===== config.mk =====
export PLATFORM = sky130hd
export DESIGN_NAME = plane_rop_unit
export DESIGN_NICKNAME = d
export VERILOG_FILES = /design/src/rtl/rop_pkg.sv /design/src/rtl/rop_route.sv /design/src/rtl/rop_bit.sv /design/src/rtl/plane_rop_unit.sv
export SDC_FILE = /design/constraint.sdc
export NUM_CORES = 1
export LEC_CHECK = 0
export BUFFER_PORTS_ARGS = -buffer_cell sky130_fd_sc_hd__clkbuf_2
export CAP_MARGIN = 20
export CORE_UTILIZATION = 55
export DETAILED_ROUTE_END_ITERATION = 10
export GPL_TIMING_DRIVEN = 0
export PLACE_DENSITY = 0.76
export REMOVE_ABC_BUFFERS = 1
export SYNTH_ARGS = -nofsm -noshare
export SYNTH_HDL_FRONTEND = slang
export SYNTH_HIERARCHICAL = 1
export SYNTH_SLANG_ARGS = --single-unit

===== constraint.sdc =====
create_clock -name clk -period 6.1 [get_ports clk]
set_clock_uncertainty 0.05 [all_clocks]
set_input_delay 1.22 -clock clk [delete_from_list [all_inputs] [get_ports clk]]
set_output_delay 1.22 -clock clk [all_outputs]
set_load 0.005 [all_outputs]

===== src/rtl/rop_pkg.sv =====
package rop_pkg;

    typedef enum logic [1:0] {
        OP_IDLE  = 2'd0,
        OP_LOAD  = 2'd1,
        OP_ZLOAD = 2'd2,
        OP_CYCLE = 2'd3
    } rop_op_e;

    // control entry layout
    localparam int CTL_W    = 5;
    localparam int BUS_LSB  = 0;
    localparam int LOC_LSB  = 2;
    localparam int SEND_BIT = 4;

    // function register layout
    localparam int LF_W      = 6;
    localparam int LF_INV_M1 = 4;
    localparam int LF_INV_M2 = 5;

    // control entry roles
    localparam int ENT_SRC1 = 0;
    localparam int ENT_SRC2 = 1;
    localparam int ENT_RMW  = 2;

    // destination code -> {mask2, mask1, source}
    function automatic logic [2:0] dst_targets(input logic [1:0] code);
        case (code)
            2'd1:    return 3'b001;
            2'd2:    return 3'b110;
            2'd3:    return 3'b100;
            default: return 3'b000;
        endcase
    endfunction

endpackage


===== src/rtl/rop_route.sv =====
module rop_route #(
    parameter int DATA_W = 16
) (
    input  logic [1:0]        bus_dst,
    input  logic [1:0]        loc_dst,
    input  logic [DATA_W-1:0] bus_word,
    input  logic [DATA_W-1:0] loc_word,
    input  logic [DATA_W-1:0] src_q,
    input  logic [DATA_W-1:0] m1_q,
    input  logic [DATA_W-1:0] m2_q,
    output logic [DATA_W-1:0] src_d,
    output logic [DATA_W-1:0] m1_d,
    output logic [DATA_W-1:0] m2_d,
    output logic              conflict
);
    import rop_pkg::*;

    logic [2:0] bus_t;
    logic [2:0] loc_t;

    always_comb begin
        bus_t    = dst_targets(bus_dst);
        loc_t    = dst_targets(loc_dst);
        src_d    = bus_t[0] ? bus_word : (loc_t[0] ? loc_word : src_q);
        m1_d     = bus_t[1] ? bus_word : (loc_t[1] ? loc_word : m1_q);
        m2_d     = bus_t[2] ? bus_word : (loc_t[2] ? loc_word : m2_q);
        conflict = |(bus_t & loc_t);
    end

endmodule


===== src/rtl/rop_bit.sv =====
module rop_bit (
    input  logic [3:0] tt,
    input  logic       dst,
    input  logic       src,
    input  logic       fg,
    input  logic       bg,
    input  logic       msk,
    output logic       q
);
    logic v;

    always_comb begin
        v = tt[{dst, src}];
        q = msk ? (v ? fg : bg) : dst;
    end

endmodule


===== src/rtl/plane_rop_unit.sv =====
module plane_rop_unit #(
    parameter int DATA_W      = 16,
    parameter int PLANE_ID    = 0,
    parameter int NUM_BANKS   = 2,
    parameter int CTL_ENTRIES = 4,
    parameter int NUM_LF      = 4,
    parameter int ADDR_W      = 5
) (
    input  logic                           clk,
    input  logic                           rst_n,
    input  logic [1:0]                     op,
    input  logic                           sel,
    input  logic [ADDR_W-1:0]              reg_addr,
    input  logic [$clog2(CTL_ENTRIES)-1:0] cyc_entry,
    input  logic [$clog2(NUM_BANKS)-1:0]   bank,
    input  logic                           ptb,
    input  logic [$clog2(NUM_LF)-1:0]      lf_sel,
    input  logic [DATA_W-1:0]              edge_mask,
    input  logic [DATA_W-1:0]              id_in,
    input  logic [DATA_W-1:0]              mem_rdata,
    output logic                           mem_we,
    output logic [DATA_W-1:0]              mem_wdata,
    output logic                           id_oe,
    output logic [DATA_W-1:0]              id_out,
    output logic                           route_err,
    output logic [DATA_W-1:0]              fill_value
);
    import rop_pkg::*;

    localparam int CTL_N      = NUM_BANKS * CTL_ENTRIES;
    localparam int CTL_IDX_W  = $clog2(CTL_N);
    localparam int A_LF0      = CTL_N;
    localparam int A_SRC      = CTL_N + NUM_LF;
    localparam int A_M1       = A_SRC + 1;
    localparam int A_M2       = A_SRC + 2;
    localparam int A_FG       = A_SRC + 3;
    localparam int A_BG       = A_SRC + 4;
    localparam int A_FILL     = A_SRC + 5;

    typedef struct packed {
        logic [CTL_N-1:0][CTL_W-1:0] ctl;
        logic [NUM_LF-1:0][LF_W-1:0] lf;
        logic [DATA_W-1:0]           src;
        logic [DATA_W-1:0]           m1;
        logic [DATA_W-1:0]           m2;
        logic [DATA_W-1:0]           fg;
        logic [DATA_W-1:0]           bg;
        logic [DATA_W-1:0]           fill;
    } regs_t;

    regs_t                regs_d, regs_q;
    rop_op_e              op_e;
    logic [CTL_IDX_W-1:0] ctl_idx;
    logic [CTL_W-1:0]     cur_ctl;
    logic [LF_W-1:0]      cur_lf;
    logic                 cyc_live;
    logic [DATA_W-1:0]    wmask;
    logic [DATA_W-1:0]    zword;
    logic [DATA_W-1:0]    rt_src, rt_m1, rt_m2;
    logic                 rt_conflict;

    assign op_e     = rop_op_e'(op);
    assign ctl_idx  = CTL_IDX_W'(int'(bank) * CTL_ENTRIES + int'(cyc_entry));
    assign cur_ctl  = regs_q.ctl[ctl_idx];
    assign cur_lf   = regs_q.lf[lf_sel];
    assign cyc_live = (op_e == OP_CYCLE) && sel && (int'(cyc_entry) <= ENT_RMW);
    assign zword    = {DATA_W{id_in[PLANE_ID]}};
    assign wmask    = (regs_q.m1 ^ {DATA_W{cur_lf[LF_INV_M1]}})
                    & (regs_q.m2 ^ {DATA_W{cur_lf[LF_INV_M2]}})
                    & edge_mask;

    rop_route #(.DATA_W(DATA_W)) u_route (
        .bus_dst  (cur_ctl[BUS_LSB +: 2]),
        .loc_dst  (cur_ctl[LOC_LSB +: 2]),
        .bus_word (id_in),
        .loc_word (mem_rdata),
        .src_q    (regs_q.src),
        .m1_q     (regs_q.m1),
        .m2_q     (regs_q.m2),
        .src_d    (rt_src),
        .m1_d     (rt_m1),
        .m2_d     (rt_m2),
        .conflict (rt_conflict)
    );

    for (genvar b = 0; b < DATA_W; b++) begin : g_slice
        rop_bit u_bit (
            .tt  (cur_lf[3:0]),
            .dst (mem_rdata[b]),
            .src (regs_q.src[b]),
            .fg  (regs_q.fg[b]),
            .bg  (regs_q.bg[b]),
            .msk (wmask[b]),
            .q   (mem_wdata[b])
        );
    end

    always_comb begin
        regs_d    = regs_q;
        mem_we    = 1'b0;
        id_oe     = 1'b0;
        route_err = 1'b0;
        if (sel) begin
            case (op_e)
                OP_LOAD: begin
                    for (int i = 0; i < CTL_N; i++)
                        if (reg_addr == ADDR_W'(i)) regs_d.ctl[i] = id_in[CTL_W-1:0];
                    for (int i = 0; i < NUM_LF; i++)
                        if (reg_addr == ADDR_W'(A_LF0 + i)) regs_d.lf[i] = id_in[LF_W-1:0];
                    if (reg_addr == ADDR_W'(A_SRC))  regs_d.src  = id_in;
                    if (reg_addr == ADDR_W'(A_M1))   regs_d.m1   = id_in;
                    if (reg_addr == ADDR_W'(A_M2))   regs_d.m2   = id_in;
                    if (reg_addr == ADDR_W'(A_FG))   regs_d.fg   = id_in;
                    if (reg_addr == ADDR_W'(A_BG))   regs_d.bg   = id_in;
                    if (reg_addr == ADDR_W'(A_FILL)) regs_d.fill = id_in;
                end
                OP_ZLOAD: begin
                    if (reg_addr == ADDR_W'(A_SRC))  regs_d.src  = zword;
                    if (reg_addr == ADDR_W'(A_FG))   regs_d.fg   = zword;
                    if (reg_addr == ADDR_W'(A_BG))   regs_d.bg   = zword;
                    if (reg_addr == ADDR_W'(A_FILL)) regs_d.fill = zword;
                end
                OP_CYCLE: begin
                    if (cyc_live) begin
                        regs_d.src = rt_src;
                        regs_d.m1  = rt_m1;
                        regs_d.m2  = rt_m2;
                        route_err  = rt_conflict;
                        id_oe      = cur_ctl[SEND_BIT];
                        mem_we     = (int'(cyc_entry) == ENT_RMW) || ptb;
                    end
                end
                default: ;
            endcase
        end
    end

    assign id_out     = id_oe ? mem_rdata : '0;
    assign fill_value = regs_q.fill;

    always_ff @(posedge clk) begin
        if (!rst_n) regs_q <= '0;
        else        regs_q <= regs_d;
    end

endmodule



# Word level (Yosys, flattened, before mapping)
# Index checks and enable logic that the tools add are counted.
[classes]
n_addsub = 1
magnitude_cmp = 19
n_eq_ne = 41
muxes = 100
n_bitwise = 5
reduce_logical = 26
[op_table]
columns = ["op", "count"]
rows = [
  ["2-to-1 mux 16 bit", 17],
  ["case mux 48 bit (2 select lines)", 1],
  ["case mux 32 bit (2 select lines)", 1],
  ["2-to-1 mux 1 bit", 57],
  ["less-than comparator 2 x 3 -> 1 bit, second input constant", 17],
  ["2-to-1 mux 48 bit", 1],
  ["case mux 16 bit (3 select lines)", 1],
  ["equality test 5 x 4 -> 1 bit, second input constant", 8],
  ["AND reduction 3 bit", 12],
  ["bitwise AND 16 bit", 2],
  ["binary-select mux 1 bit (select 2 bit)", 16],
  ["XOR 16 bit", 2],
  ["!= test 2 bit, second input constant", 11],
  ["equality test 5 x 3 -> 1 bit, second input constant", 4],
  ["case mux 3 bit (3 select lines)", 2],
  ["binary-select mux 5 bit (select 3 bit)", 1],
  ["equality test 2 bit, second input constant", 7],
  ["binary-select mux 6 bit (select 2 bit)", 1],
  ["AND reduction 4 bit", 3],
  ["equality test 5 x 2 -> 1 bit, second input constant", 2],
  ["equality test 5 bit, second input constant", 2],
  ["AND reduction 5 bit", 2],
  ["!= test 3 x 1 -> 1 bit, second input constant", 3],
  ["equality test 2 x 1 -> 1 bit, second input constant", 3],
  ["other kinds (14)", 16],
]
[totals]
ff_bits = 160
in_bits = 64
out_inout_bits = 51

# Logic depth before layout (Yosys ltp)
[logic_depth]
depth_word = 10
ltp_mapped = 12

# Cells and area by module
# The synthesis kept the hierarchy.
[modules_own_cells]
columns = ["module", "n_inst", "cells_each", "area_per_inst_um2", "seq_area_each_um2"]
rows = [
  ["plane_rop_unit", 1, 814, 7906.3, 3163.0],
  ["rop_bit", 16, 9, 75.1, 0.0],
  ["rop_route", 1, 167, 1051.0, 0.0],
]

# Worst setup path before layout
# Ideal clock, no wire load.
[synth_path]
path_kind = "input port to output port"
from = "input port cyc_entry[1]"
to = "output port route_err"
arrival_ns = 3.107
required_time_ns = 4.830
setup_slack_ns = 1.723
cell_stages = 10
path_cell_list = "buf_2 > mux4_2 > mux2_2 > buf_6 > nand2b_1 > buf_6 > buf_12 > o21ai_0 > nand2_1 > nor2_1"
[synth_between]
elab_chain_cells = 10
[synth_rtl]
columns = ["item", "line", "source"]
rows = [
  ["from (decl)", "plane_rop_unit.sv:14", "input logic [$clog2(CTL_ENTRIES)-1:0] cyc_entry,"],
  ["adder 3 x 2 -> 3 bit *", "plane_rop_unit.sv:63", "assign ctl_idx = CTL_IDX_W'(int'(bank) * CTL_ENTRIES + int'(cyc_entry));"],
  ["binary-select mux 5 bit (select 3 bit) *", "plane_rop_unit.sv:64", "assign cur_ctl = regs_q.ctl[ctl_idx];"],
  ["2-to-1 mux 5 bit (not written as such) *", "plane_rop_unit.sv:64", ""],
  ["net cur_ctl[3]", "plane_rop_unit.sv:54", "logic [CTL_W-1:0] cur_ctl;"],
  ["equality test 2 bit / equality test 2 x 1 -> 1 bit (equally long branches)", "rop_pkg.sv:28", "case (code)"],
  ["case mux 3 bit (3 select lines) *", "rop_pkg.sv:28", ""],
  ["bitwise AND 3 bit *", "rop_route.sv:27", "conflict = |(bus_t & loc_t);"],
  ["OR reduction 3 bit *", "rop_route.sv:27", ""],
  ["net rt_conflict", "plane_rop_unit.sv:60", "logic rt_conflict;"],
  ["2-to-1 mux 1 bit *", "plane_rop_unit.sv:124", "if (cyc_live) begin"],
  ["2-to-1 mux 1 bit *", "plane_rop_unit.sv:104", "case (op_e)"],
  ["2-to-1 mux 1 bit *", "plane_rop_unit.sv:103", "if (sel) begin"],
  ["to (decl)", "plane_rop_unit.sv:25", "output logic route_err,"],
]
# Mark *: on every way through the listed nets, which the timed path passes. The rest lies on a longest branch. The select of a mux whose other input is x is not followed.

# Worst setup path after layout
# Same ends and word-level chain as after synthesis.

==> qor.yml <==
cts_buffer_depth: 2
cts_tree: "yes"
hpwlAfterDp_um: 17160
synth_top_cells_by_count: "mux2i_1, dfxtp_1, nand2_1"
ys_warn_count: 6
drc: 0
slew_violations: 0
finalCritPeriodShare_pct: 87.21
drtAntennaViolNets: 0
min_period_ns: 5.320
portBuffers: 114
ys_seq_elements: 158
p_leak_nw: 5.152
synth_top_family_by_area: "multiplexers"
vias: 8566
worstHoldEndpoint: "fill_value[13]$_SDFFE_PN0P_"
clk_pin_slew_ns: 0.07
synth_mux_area_share_pct: 27.71
min_path_type: "flop to flop"
antenna_found_initial: 1
via_per_inst: 6.075
reg2reg_to: "regs_q[91]$_SDFFE_PN0P_"
rows: 49
synth_simple_gate_area_share_pct: 19.42
cts_root_buf: "clkbuf_16"
yosysTopAreaCellShare_pct: 31.14
rsz0062_at_grt: "false"
final_cells: 1410
setup_viol: 0
routabilityCongestion: 0.7842
relSlewSlack_pct: 22.61
yosys-top-cells-area: "dfxtp_1, mux2i_1, nand2_1"
r2r_start: "regs_q[138]$_SDFFE_PN0P_"
syn_area_per_cell_sq_um: 9.030
start_util_pct: 56.36
end_kind: "output pin"
fp.dieW_um: 137.9
synth_compound_area_share_pct: 12.53
synthAdderAreaFrac_pct: 0.4927
final.setup.worst_slack_ns: 0.7799
power_switching_uw: 716.8
dp.cells: 1376
synth.yosys.seq_area_share_pct: 31.14
grt_pass1_vias: 7969
p_seq_share_pct: 42.6
hold_viol_final: 0
cts_resized: 0
die_y_um: 137.9
required_ns: 4.83
drt_iter0_drc: 808
netlist_area_sq_um: 10160
p_per_area_nw_per_um2: 227.5
grt-ovfl-total: 0
ys_types: 44
arrival_ns: 4.05
r2r_slack_ns: 3.07
min_from: "fill_value[13]$_SDFFE_PN0P_"
dp_slack_ns: 0.8337
coreArea_sq_um: 18020
pin_count: 115
min_path_cells: 2
clkSinkCount: 158
synth_edf_count: 0
wire_per_inst_um: 19.42
hold_buffers: 0
grt_max_degree: 116
clock_latency_ns: 0.44
htreeDepth: 4
max-cap-violations: 0
synth_flop_cell: "dfxtp_1"
swShare_pct: 27.63
firstDrtPassIters: 5
crit_type: "primary input to output pin"
post-cts-setup-buffers: 0
cts_made_buffers: 17
dieArea_sq_um: 19020
p_clk_share_pct: 45.0
wl_um: 27380
intPower_mw: 1.878
worst_slew_pin_slew_ns: 1.155
grt_pass1_wl_um: 42040
fin_nets: 1235
critical_path_peak_fanout: 35
drive_gt1_share_pct: 21.78
r2r_cells: 8
start_kind: "primary input"
synth_xor_area_share_pct: 2.759
synthCells: 1125
power_frac_comb_pct: 12.5
synth.largest_area_cell: "dfxtp_1"
grtUsageTotal_pct: 29.07
synthArstFlopShare_pct: 0
yosysMostFrequentCell: "mux2i_1"
max_freq_mhz: 188.0
area_growth_pct: 12.28
run_status: "completed"
ir_worst_vdd_v: 0.0001997
## power groups by stage
stage | Clock [mW] | Sequential [mW] | Combinational [mW]
finish | 1.17 | 1.10 | 0.324
global route | 1.21 | 1.11 | 0.350
CTS | 1.17 | 1.10 | 0.318
detailed placement | 0 | 1.13 | 0.317
global placement | 0 | 1.12 | 0.306
floorplan | 0 | 1.12 | 0.182
## state kept, by name (all words and copies together), names as in the netlist
signal and count:
fill_value 16, regs_q 142
## cells by family after synthesis
group | count (synthesis)
simple gates | 397
fa+ha+maj | 4
mux | 260
xor+xnor | 32
flops | 158
compound gates | 151
buf+inv | 123
## cell type report
class	instances	area, sq um
Multi-Input combinational cell	844	6421
Inverter	20	75.07
Sequential cell	158	3163
Timing Repair Buffer	126	824.5
Fill cell	1560	6619
Clock buffer	18	439.2
Clock inverter	14	193.9
Antenna cell	1	2.502
Tap cell	229	286.5
## worst max-delay path by stage
stage / from / end / slack [ns] / cells past startpoint
final: cyc_entry[1] / route_err / 0.78 / 8
after global routing: cyc_entry[1] / route_err / 0.66 / 8
after CTS: cyc_entry[1] / route_err / 0.82 / 8
after detailed placement: cyc_entry[1] / route_err / 0.83 / 8
after global placement: op[0] / id_out[9] / -0.71 / 7
after floorplan: op[0] / id_out[0] / 0.90 / 5
## placed cells by master, fill, tap and decap left out, drive strengths merged, types with 2 or more instances in the layout
cell type and instances:
nor2 55, a31oi 3, nor2b 67, o221a 32, mux2i 225, nand2 150
clkinv 2, o21ai 17, nand4b 2, a21oi 50, mux2 20, and3 16
o311ai 16, buf 12, and2 16, clkbuf 132, dfxtp 158, ha 4
inv 29, a22oi 16, bufinv 3, nand3 49, o211a 16, xor2 32
or3 2, nor3 8, nor4 2, mux4 15, nand2b 24
## routing by layer
metal / up-vias / track usage (%) / share of wire [%]
met5: - / 0 / 0
met3: 60 / 4.532 / 6.1
met1: 4101 / 37.70 / 44
met2: 349 / 47.56 / 47
met4: 0 / 12.92 / 2.6
li1: 4056 / - / -
## per-stage QoR
step	util (%)	hold slack (ns)	area [sq um]	setup TNS (ns)	total power, mW
after floorplan	-	0.3980	9629	0	1.301
after global placement	58.18	0.3910	10490	-28.81	1.430
after detailed placement	59.60	0.3964	10740	0	1.442
after CTS	63.11	0.4103	11380	0	2.594
after global routing	63.28	0.4234	11410	0	2.673
final	63.28	0.4079	11410	0	2.595
## critical path: stages
cell and delay (ns):
clkbuf_2 0.35, mux4_2 0.59, mux2_2 0.53, nand2b_1 0.62, o21ai_0 0.43, nand2_1 0.09
nor2_1 0.09, clkbuf_2 0.12
No activity file was read; power rests on OpenSTA's default activity.
